<file path="config.mk">
export PLATFORM = sky130hd
export DESIGN_NAME = alu8_flags
export DESIGN_NICKNAME = d
export VERILOG_FILES = /design/src/rtl/alu8_pkg.sv /design/src/rtl/alu_addsub.sv /design/src/rtl/alu8_logic.sv /design/src/rtl/alu8_daa.sv /design/src/rtl/alu8_flags.sv
export SDC_FILE = /design/constraint.sdc
export NUM_CORES = 1
export LEC_CHECK = 0
export CORE_ASPECT_RATIO = 1.1
export CORE_MARGIN = 2
export CORE_UTILIZATION = 47
export DETAILED_ROUTE_END_ITERATION = 6
export GPL_ROUTABILITY_DRIVEN = 0
export PLACE_DENSITY = 0.8
export SLEW_MARGIN = 10
export SYNTH_ARGS = -nofsm -noshare
export SYNTH_HDL_FRONTEND = slang
export SYNTH_SLANG_ARGS = --single-unit
</file>
<file path="constraint.sdc">
create_clock -name vclk -period 6.9
set_input_delay 1.38 -clock vclk [all_inputs]
set_output_delay 1.38 -clock vclk [all_outputs]
set_load 0.005 [all_outputs]
</file>
<file path="src/rtl/alu8_pkg.sv">
package alu8_pkg;
  localparam int DW  = 8;
  localparam int PW  = 2 * DW;
  localparam int OPW = 5;

  typedef enum logic [OPW-1:0] {
    OP_ADD  = 5'd0,
    OP_ADC  = 5'd1,
    OP_SUB  = 5'd2,
    OP_SBC  = 5'd3,
    OP_CP   = 5'd4,
    OP_AND  = 5'd5,
    OP_OR   = 5'd6,
    OP_XOR  = 5'd7,
    OP_NEG  = 5'd8,
    OP_CPL  = 5'd9,
    OP_CCF  = 5'd10,
    OP_INC  = 5'd11,
    OP_DEC  = 5'd12,
    OP_DAA  = 5'd13,
    OP_PADD = 5'd16,
    OP_PADC = 5'd17,
    OP_PSBC = 5'd18,
    OP_PINC = 5'd19,
    OP_PDEC = 5'd20
  } op_e;

  typedef struct packed {
    logic s;
    logic z;
    logic u5;
    logic h;
    logic u3;
    logic pv;
    logic n;
    logic c;
  } flags_t;
endpackage

</file>
<file path="src/rtl/alu_addsub.sv">
module alu_addsub #(
  parameter int W = 8
) (
  input  logic [W-1:0] a_i,
  input  logic [W-1:0] b_i,
  input  logic         cin_i,
  input  logic         sub_i,
  output logic [W-1:0] sum_o,
  output logic         carry_o,
  output logic         half_o,
  output logic         ovf_o
);
  localparam int HB = W - 4;
  localparam int HW = HB + 1;
  localparam int FW = W + 1;

  logic [W-1:0]  b_eff;
  logic          cin_eff;
  logic [FW-1:0] full;
  logic [HW-1:0] part;

  // subtraction as a + ~b + ~borrow; carries inverted back to borrows
  assign b_eff   = sub_i ? ~b_i : b_i;
  assign cin_eff = cin_i ^ sub_i;
  assign full    = {1'b0, a_i} + {1'b0, b_eff} + FW'(cin_eff);
  assign part    = {1'b0, a_i[HB-1:0]} + {1'b0, b_eff[HB-1:0]} + HW'(cin_eff);

  assign sum_o   = full[W-1:0];
  assign carry_o = full[W] ^ sub_i;
  assign half_o  = part[HB] ^ sub_i;
  assign ovf_o   = (a_i[W-1] == b_eff[W-1]) && (sum_o[W-1] != a_i[W-1]);

  always_comb begin
    if (!sub_i && !cin_i && b_i == '0)
      AST_ADD_ZERO_IDENT: assert (sum_o == a_i && !carry_o && !half_o && !ovf_o);
    if (sub_i && !cin_i && b_i == a_i)
      AST_SUB_SELF_ZERO: assert (sum_o == '0 && !carry_o && !ovf_o);
  end
endmodule

</file>
<file path="src/rtl/alu8_logic.sv">
module alu8_logic #(
  parameter int W = 8
) (
  input  logic [W-1:0] a_i,
  input  logic [W-1:0] b_i,
  input  logic [1:0]   sel_i,
  output logic [W-1:0] res_o,
  output logic         par_even_o
);
  always_comb begin
    case (sel_i)
      2'd1:    res_o = a_i | b_i;
      2'd2:    res_o = a_i ^ b_i;
      default: res_o = a_i & b_i;
    endcase
  end

  assign par_even_o = ~^res_o;

  always_comb begin
    if (res_o == '0)
      AST_ZERO_EVEN_PARITY: assert (par_even_o);
    if (sel_i == 2'd0)
      AST_AND_SUBSET: assert ((res_o & ~a_i) == '0);
  end
endmodule

</file>
<file path="src/rtl/alu8_daa.sv">
module alu8_daa (
  input  logic [7:0] acc_i,
  input  logic       n_i,
  input  logic       h_i,
  input  logic       c_i,
  output logic [7:0] res_o,
  output logic       h_o,
  output logic       c_o
);
  logic       lo_fix;
  logic       hi_fix;
  logic [7:0] corr;

  assign lo_fix = h_i || (acc_i[3:0] > 4'd9);
  assign hi_fix = c_i || (acc_i > 8'h99);
  assign corr   = {(hi_fix ? 4'h6 : 4'h0), (lo_fix ? 4'h6 : 4'h0)};
  assign res_o  = n_i ? (acc_i - corr) : (acc_i + corr);
  assign c_o    = hi_fix;
  assign h_o    = n_i ? (h_i && (acc_i[3:0] < 4'd6)) : (acc_i[3:0] > 4'd9);

  always_comb begin
    if (!c_i && !h_i && acc_i[3:0] <= 4'd9 && acc_i[7:4] <= 4'd9)
      AST_DAA_VALID_BCD_KEPT: assert (res_o == acc_i && !c_o);
    if (c_i)
      AST_DAA_CARRY_STICKS: assert (c_o);
  end
endmodule

</file>
<file path="src/rtl/alu8_flags.sv">
module alu8_flags
  import alu8_pkg::*;
(
  input  logic [OPW-1:0] op_i,
  input  logic [DW-1:0]  acc_i,
  input  logic [DW-1:0]  opnd_i,
  input  logic [PW-1:0]  pair_a_i,
  input  logic [PW-1:0]  pair_b_i,
  input  logic [DW-1:0]  flags_i,
  output logic [DW-1:0]  res_o,
  output logic [PW-1:0]  pair_res_o,
  output logic [DW-1:0]  flags_o
);
  op_e    op;
  flags_t fi;
  flags_t fo;

  assign op = op_e'(op_i);
  assign fi = flags_t'(flags_i);

  // 8-bit adder operand steering
  logic [DW-1:0] a8, b8, sum8;
  logic          c8, s8, co8, h8, v8;

  always_comb begin
    a8 = acc_i;
    b8 = opnd_i;
    c8 = 1'b0;
    s8 = 1'b0;
    case (op)
      OP_ADC:         c8 = fi.c;
      OP_SUB, OP_CP:  s8 = 1'b1;
      OP_SBC: begin
        s8 = 1'b1;
        c8 = fi.c;
      end
      OP_NEG: begin
        a8 = '0;
        b8 = acc_i;
        s8 = 1'b1;
      end
      OP_INC:         b8 = DW'(1);
      OP_DEC: begin
        b8 = DW'(1);
        s8 = 1'b1;
      end
      default: ;
    endcase
  end

  alu_addsub #(.W(DW)) u_add8 (
    .a_i(a8), .b_i(b8), .cin_i(c8), .sub_i(s8),
    .sum_o(sum8), .carry_o(co8), .half_o(h8), .ovf_o(v8)
  );

  // 16-bit pair adder operand steering
  logic [PW-1:0] b16, sum16;
  logic          c16, s16, co16, h16, v16;

  always_comb begin
    b16 = pair_b_i;
    c16 = 1'b0;
    s16 = 1'b0;
    case (op)
      OP_PADC: c16 = fi.c;
      OP_PSBC: begin
        c16 = fi.c;
        s16 = 1'b1;
      end
      OP_PINC: b16 = PW'(1);
      OP_PDEC: begin
        b16 = PW'(1);
        s16 = 1'b1;
      end
      default: ;
    endcase
  end

  alu_addsub #(.W(PW)) u_add16 (
    .a_i(pair_a_i), .b_i(b16), .cin_i(c16), .sub_i(s16),
    .sum_o(sum16), .carry_o(co16), .half_o(h16), .ovf_o(v16)
  );

  logic [1:0]    lsel;
  logic [DW-1:0] lres;
  logic          lpar;

  assign lsel = (op == OP_OR) ? 2'd1 : (op == OP_XOR) ? 2'd2 : 2'd0;

  alu8_logic #(.W(DW)) u_logic (
    .a_i(acc_i), .b_i(opnd_i), .sel_i(lsel), .res_o(lres), .par_even_o(lpar)
  );

  logic [DW-1:0] dres;
  logic          dh, dc;

  alu8_daa u_daa (
    .acc_i(acc_i), .n_i(fi.n), .h_i(fi.h), .c_i(fi.c),
    .res_o(dres), .h_o(dh), .c_o(dc)
  );

  // result and flag merge; unused bits 5 and 3 never written
  always_comb begin
    fo         = fi;
    res_o      = acc_i;
    pair_res_o = pair_a_i;
    case (op)
      OP_ADD, OP_ADC, OP_SUB, OP_SBC, OP_CP, OP_NEG: begin
        res_o = (op == OP_CP) ? acc_i : sum8;
        fo.s  = sum8[DW-1];
        fo.z  = (sum8 == '0);
        fo.h  = h8;
        fo.pv = v8;
        fo.n  = s8;
        fo.c  = co8;
      end
      OP_AND, OP_OR, OP_XOR: begin
        res_o = lres;
        fo.s  = lres[DW-1];
        fo.z  = (lres == '0);
        fo.h  = (op == OP_AND);
        fo.pv = lpar;
        fo.n  = 1'b0;
        fo.c  = 1'b0;
      end
      OP_INC, OP_DEC: begin
        res_o = sum8;
        fo.s  = sum8[DW-1];
        fo.z  = (sum8 == '0);
        fo.h  = h8;
        fo.pv = v8;
        fo.n  = s8;
      end
      OP_CPL: res_o = ~acc_i;
      OP_CCF: fo.c = ~fi.c;
      OP_DAA: begin
        res_o = dres;
        fo.s  = dres[DW-1];
        fo.z  = (dres == '0);
        fo.h  = dh;
        fo.pv = ~^dres;
        fo.c  = dc;
      end
      OP_PADD: begin
        pair_res_o = sum16;
        fo.h       = h16;
        fo.n       = 1'b0;
        fo.c       = co16;
      end
      OP_PADC, OP_PSBC: begin
        pair_res_o = sum16;
        fo.s       = sum16[PW-1];
        fo.z       = (sum16 == '0);
        fo.h       = h16;
        fo.pv      = v16;
        fo.n       = s16;
        fo.c       = co16;
      end
      OP_PINC, OP_PDEC: pair_res_o = sum16;
      default: ;
    endcase
  end

  assign flags_o = fo;

  always_comb begin
    AST_UNUSED_BITS_PASS: assert (flags_o[5] == flags_i[5] && flags_o[3] == flags_i[3]);
    if (op == OP_CP)
      AST_CP_KEEPS_ACC: assert (res_o == acc_i);
    if (op == OP_AND || op == OP_OR || op == OP_XOR)
      AST_LOGIC_CLEARS_NC: assert (!flags_o[0] && !flags_o[1]);
    if (op == OP_INC || op == OP_DEC)
      AST_STEP_KEEPS_CARRY: assert (flags_o[0] == flags_i[0]);
    if (op == OP_CPL)
      AST_CPL_FLAGS_HELD: assert (flags_o == flags_i);
    if (op == OP_PINC || op == OP_PDEC)
      AST_PAIR_STEP_NO_FLAGS: assert (flags_o == flags_i);
    if (op_i < 5'd16)
      AST_PAIR_IDLE_ON_8BIT: assert (pair_res_o == pair_a_i);
  end
endmodule

</file>
After elaboration in Yosys (flattened, before gate mapping)
Cells that the tools add are included.

word-level totals
  input port bits = 61
  bits in registers = 0
  word-level logic and storage cells = 98
  memories = 0
  memory bits (read-only) = 0
  RAM bits = 0
  latch bits = 0
  output and inout bits = 32

cells by class
  multipliers = 0
  mux-type cells = 24
  shifts and indexed selects = 0
  reductions and logical operators = 24
  magnitude comparators = 3
  add/sub/neg operators = 10
  equality and inequality tests = 24
  bitwise logic cells = 13
  divide/modulo/power cells = 0

operators with widths
  cell                number
  $mux 16             3
  $pmux 8 s5          1
  $mux 8              4
  $pmux 8 s2          2
  $eq 5x4->1 const B  6
  $eq 5x5->1 const B  5
  $logic_not 8->1     3
  $eq 5x3->1 const B  4
  $add 16x16->17      1
  $add 17x1->17       1
  $logic_not 16->1    1
  $not 16->16         1
  $not 8->8           2
  $reduce_xnor 8->1   2
  $add 12x12->13      1
  $add 13x1->13       1
  $eq 5x2->1 const B  2
  $reduce_or 2->1     5
  $reduce_or 5->1     2
  $add 8x8->9         1
  $add 9x1->9         1
  $add 8x8->8         1
  $and 8x8->8         1
  $gt 8x8->1 const B  1
  28 further kinds    46

Logic depth before layout (Yosys ltp)
  depth in word-level cells = 10
  gate-level depth with buffers = 17
  depth with buffers taken out = 17

By module
From an unflattened synthesis, not the netlist that was laid out.

unflattened totals
  cells, all modules = 537
  area, all modules = 4043.9 um^2

modules (own cells, without submodules)
  module                cells each  sequential area each (um^2)  times used  area an instance (um^2)
  alu8_flags            235         0.0                          1           1645.3
  alu_addsub (u_add16)  118         0.0                          1           968.4
  alu8_logic            77          0.0                          1           598.1
  alu_addsub (u_add8)   50          0.0                          1           424.2
  alu8_daa              57          0.0                          1           407.9

Least setup slack after synthesis
OpenSTA, ideal clock, no wires.

  path kind = input to output
  start point = input port op_i[1]
  end point = output port flags_o[6]
  arrival = 4.724 ns
  setup slack = 0.796 ns
  stages = 17
  buffers on the path = 1
  cells stage by stage = buf_4 -> nor2_2 -> nand2_1 -> nor3_4 -> mux2i_1 -> nand2_1 -> o21ai_1 -> a222oi_1 -> fa_1 -> fa_1 -> a21o_1 -> a21o_1 -> xnor2_1 -> nand3_1 -> or3_1 -> o311a_1 -> o21ai_1

on the way
  longest elaborated chain between the ends = 9
  elaborated cells between the ends (all ways) = 50
  classes of those cells = add/sub (4); eq/ne (17); mux (13); bitwise (4); reduce/logical (12)

RTL lines
  item                                                 line                                                     RTL
  from (decl)                                          alu8_flags.sv:4                                          input logic [OPW-1:0] op_i,
  $eq 5x5->1 or $eq 5x4->1 (tied branches)             alu8_flags.sv:64, alu8_flags.sv:30, alu8_flags.sv:107
  $reduce_or 2->1 (no source line)                     n/a
  $mux 16 or $pmux 8 s2 (tied branches)                alu8_flags.sv:64, alu8_flags.sv:30
  $not 16->16 or $not 8->8 (tied branches)             alu_addsub.sv:23                                         assign b_eff = sub_i ? ~b_i : b_i;
  $mux 16 or $mux 8 (tied branches)                    alu_addsub.sv:23
  $add 16x16->17 or $add 8x8->9 (tied branches)        alu_addsub.sv:25                                         assign full = {1'b0, a_i} + {1'b0, b_eff} + FW'(cin_eff);
  $add 17x1->17 or $add 9x1->9 (tied branches)         alu_addsub.sv:25
  $logic_not 16->1 or $logic_not 8->1 (tied branches)  alu8_flags.sv:153, alu8_flags.sv:111, alu8_flags.sv:129
  $pmux 2 s4 *                                         alu8_flags.sv:107                                        case (op)
  to (decl)                                            alu8_flags.sv:12                                         output logic [DW-1:0] flags_o

Mark *: on every way between the ends. The rest lies on a longest branch, timed or not.

Worst setup path after layout
  start point = input port op_i[0]
  end point = output port flags_o[6]

The elaborated chain is that of the path after synthesis.

==> flow_summary.yaml <==
yosys:
  synth_most_common_cell: "nand2_1"
  ys_warn_count: 0
  ys_seq_area_frac: 0
  synth_top_cell_area_share: 0.1806
  synth.area.top_cells: "ha_1 18%, nand2_1 7.3%, xnor2_1 6.3%"
  synth_common_cells: "75 x nand2_1, 56 x ha_1, 46 x nor2_1"
  syn_inst: 568
  ys_types: 81
  syn_nets: 689
  synth_area_um2: 3880
  synthesis.area_per_instance_um2: 6.831
  synth_area_leader_cell: "ha_1"
floorplan:
  start_util: 0.4877
  num_rows: 34
  coreArea_um2: 7955
  fp.dieW_um: 90.63
  io_pins: 93
  dieArea_um2: 8999
  die_h_um: 99.30
final_layout:
  finalNetCount: 804
  drive_above_1_share: 0.1307
  utilization: 0.6584
  nClkBuffers: 0
  area_growth_syn_to_layout_pct: 34.99
  regArea_um2: 0
  antennaDiodeCount: 0
  seq_cells: 0
critical_path:
  cpPeakStageDelay_ns: 0.53
  cp_cell_sequence: "dlygate4sd2_1, nor2_4, nand2_2, nor3_4, mux2i_2, nand2_1, o21ai_1, a222oi_1, fa_2, fa_2, a21o_1, a21o_1, a21o_1, a21oi_1, xnor2_1, o311a_1, o21ai_1, clkdlybuf4s50_1"
  critPathBufInv: 2
  worst_path_dominant_cell_family: "compound AO/OA/AOI/OAI gates"
  start_kind: "primary input"
  critPathSlowestCell: "clkdlybuf4s50_1"
  cp_data_arrival_time_ns: 5.44
  path_common_cell: "a21o_1"
  cp-end-kind: "output port"
  worstSetupPathType: "primary input to output port"
  path_max_fanout: 4
  worstPathRequired_ns: 5.52
power:
  p_switching_mw: 0.2918
  ir_drop_mv: 0.05601
  p_comb_frac: 1.000
  p_sw_frac: 0.5160
  seqPwrFrac: 0
  pwr-share-clk: 0
  p_per_area_nw_per_um2: 108.0
  p_leak_nw: 2.323
  p_int_mw: 0.2737
sta:
  setup_violations: 0
  rsz0062_at_grt: "yes"
  max_slew_margin: 0.4409
  drv_slew: 0
  layout_setup_ws_ns: 0.08208
  hold_viol: 0
  worst_slew_pin_slew_ns: 0.8386
  period_share: 0.9881
  fin_crit_ns: 6.818
  max_freq_mhz: 146.7
clock_network:
  cts_hold_buffers: 0
min_path:
  worstHoldStart: "flags_i[3]"
  hold-path-endpoint: "flags_o[3]"
  hold_depth: 0
  hold_path.class: "primary input to output port"
drt:
  firstDrtPassIters: 5
  wl_mm: 13.13
  viasPerCell: 6.042
  num_vias: 4767
  first_iter_violations: 392
  ant_nets: 0
  remaining_drc_errors: 0
  wl_per_cell_um: 16.64
placed_design:
  pre_cts_ws_ns: -0.1991
  dp_hpwl_mm: 10.76
  port_buffers: 89
grt:
  grt.overflow.total: 0
  grt_pass1_wl_mm: 21.14
  grt_pass1_vias: 4684
  antenna_found_initial: 0
  grt_max_degree: 32
  grtUsageTotal: 0.2737
flow_run:
  max_cap_violations: 0
status:
  outcome: "completed"
## metrics by stage
| step | cells | power [mW] | area (um^2) | setup TNS [ns] | hold slack (ns) |
|---|---|---|---|---|---|
| floorplan | 568 | 0.3443 | 3880 | 0 | 2.841 |
| global placement | 785 | 0.5227 | 5111 | -0.1826 | 2.760 |
| detailed placement | 785 | 0.5371 | 5111 | -0.4361 | 2.760 |
| CTS | 786 | 0.5441 | 5142 | -0.02975 | 2.760 |
| global route | 789 | 0.6111 | 5238 | -0.2171 | 2.760 |
| finish | 789 | 0.5655 | 5238 | 0 | 2.760 |
## metal layers
layer,part of all wire,GRT usage
met5,0,0
met2,0.49,0.5080
met3,0.075,0.02879
met1,0.41,0.3320
met4,0.027,0.08166
## what timing repair did
action,4_1_cts,5_1_grt
gates resized for setup,8,15
cloned,0,0
pin swaps,1,6
endpoints found under the setup margin,4,9
setup buffers,1,3
## worst max path at each step
stage / start / to / slack (ns) / depth (start not counted)
4_1_cts: op_i[1] / flags_o[6] / -0.03 / 18
6_report: op_i[0] / flags_o[6] / 0.08 / 18
3_3_place_gp: op_i[1] / flags_o[6] / -0.1 / 18
5_1_grt: op_i[0] / flags_o[6] / -0.12 / 18
3_5_place_dp: op_i[1] / flags_o[6] / -0.20 / 18
2_1_floorplan: op_i[1] / flags_o[6] / 0.80 / 17
## cell type report
class	instances	area, um^2
Inverter	37	138.9
Multi-Input combinational cell	504	3667
Fill cell	690	2718
Timing Repair Buffer	140	1296
Tap cell	108	135.1
## placed cells by master, fill, tap and decap left out, types with 11 or more instances in the layout
cell type / netlist / layout
inv_1: 35 / 35
o21ai_0: 27 / 26
nand3_1: 17 / 17
a21oi_1: 43 / 43
xnor2_1: 28 / 27
clkdlybuf4s50_1: 0 / 83
or3_1: 12 / 12
xor2_1: 21 / 21
a21o_1: 13 / 13
o21ai_1: 15 / 15
nand2_1: 75 / 74
nor2_1: 46 / 46
ha_1: 56 / 56
nand2b_1: 11 / 11
buf_4: 4 / 49
## logic make-up (layout without fill, tap and decap cells)
family	Yosys count	after routing	share of synthesized area
adders and majority gates	60	60	0.2012
muxes	7	7	0.01935
and+or+nand+nor	200	200	0.2512
xor gates and xnor gates	50	50	0.1148
buffers and inverters	64	177	0.07385
AOI/OAI and AO/OA	187	187	0.3396
## power groups by stage
stage / clock, mW / sequential, mW / combinational (mW)
after detailed placement: 0 / 0 / 0.537
final: 0 / 0 / 0.566
after global placement: 0 / 0 / 0.523
after CTS: 0 / 0 / 0.544
after floorplan: 0 / 0 / 0.344
after global routing: 0 / 0 / 0.611
Power figures use the tool's default switching activity.
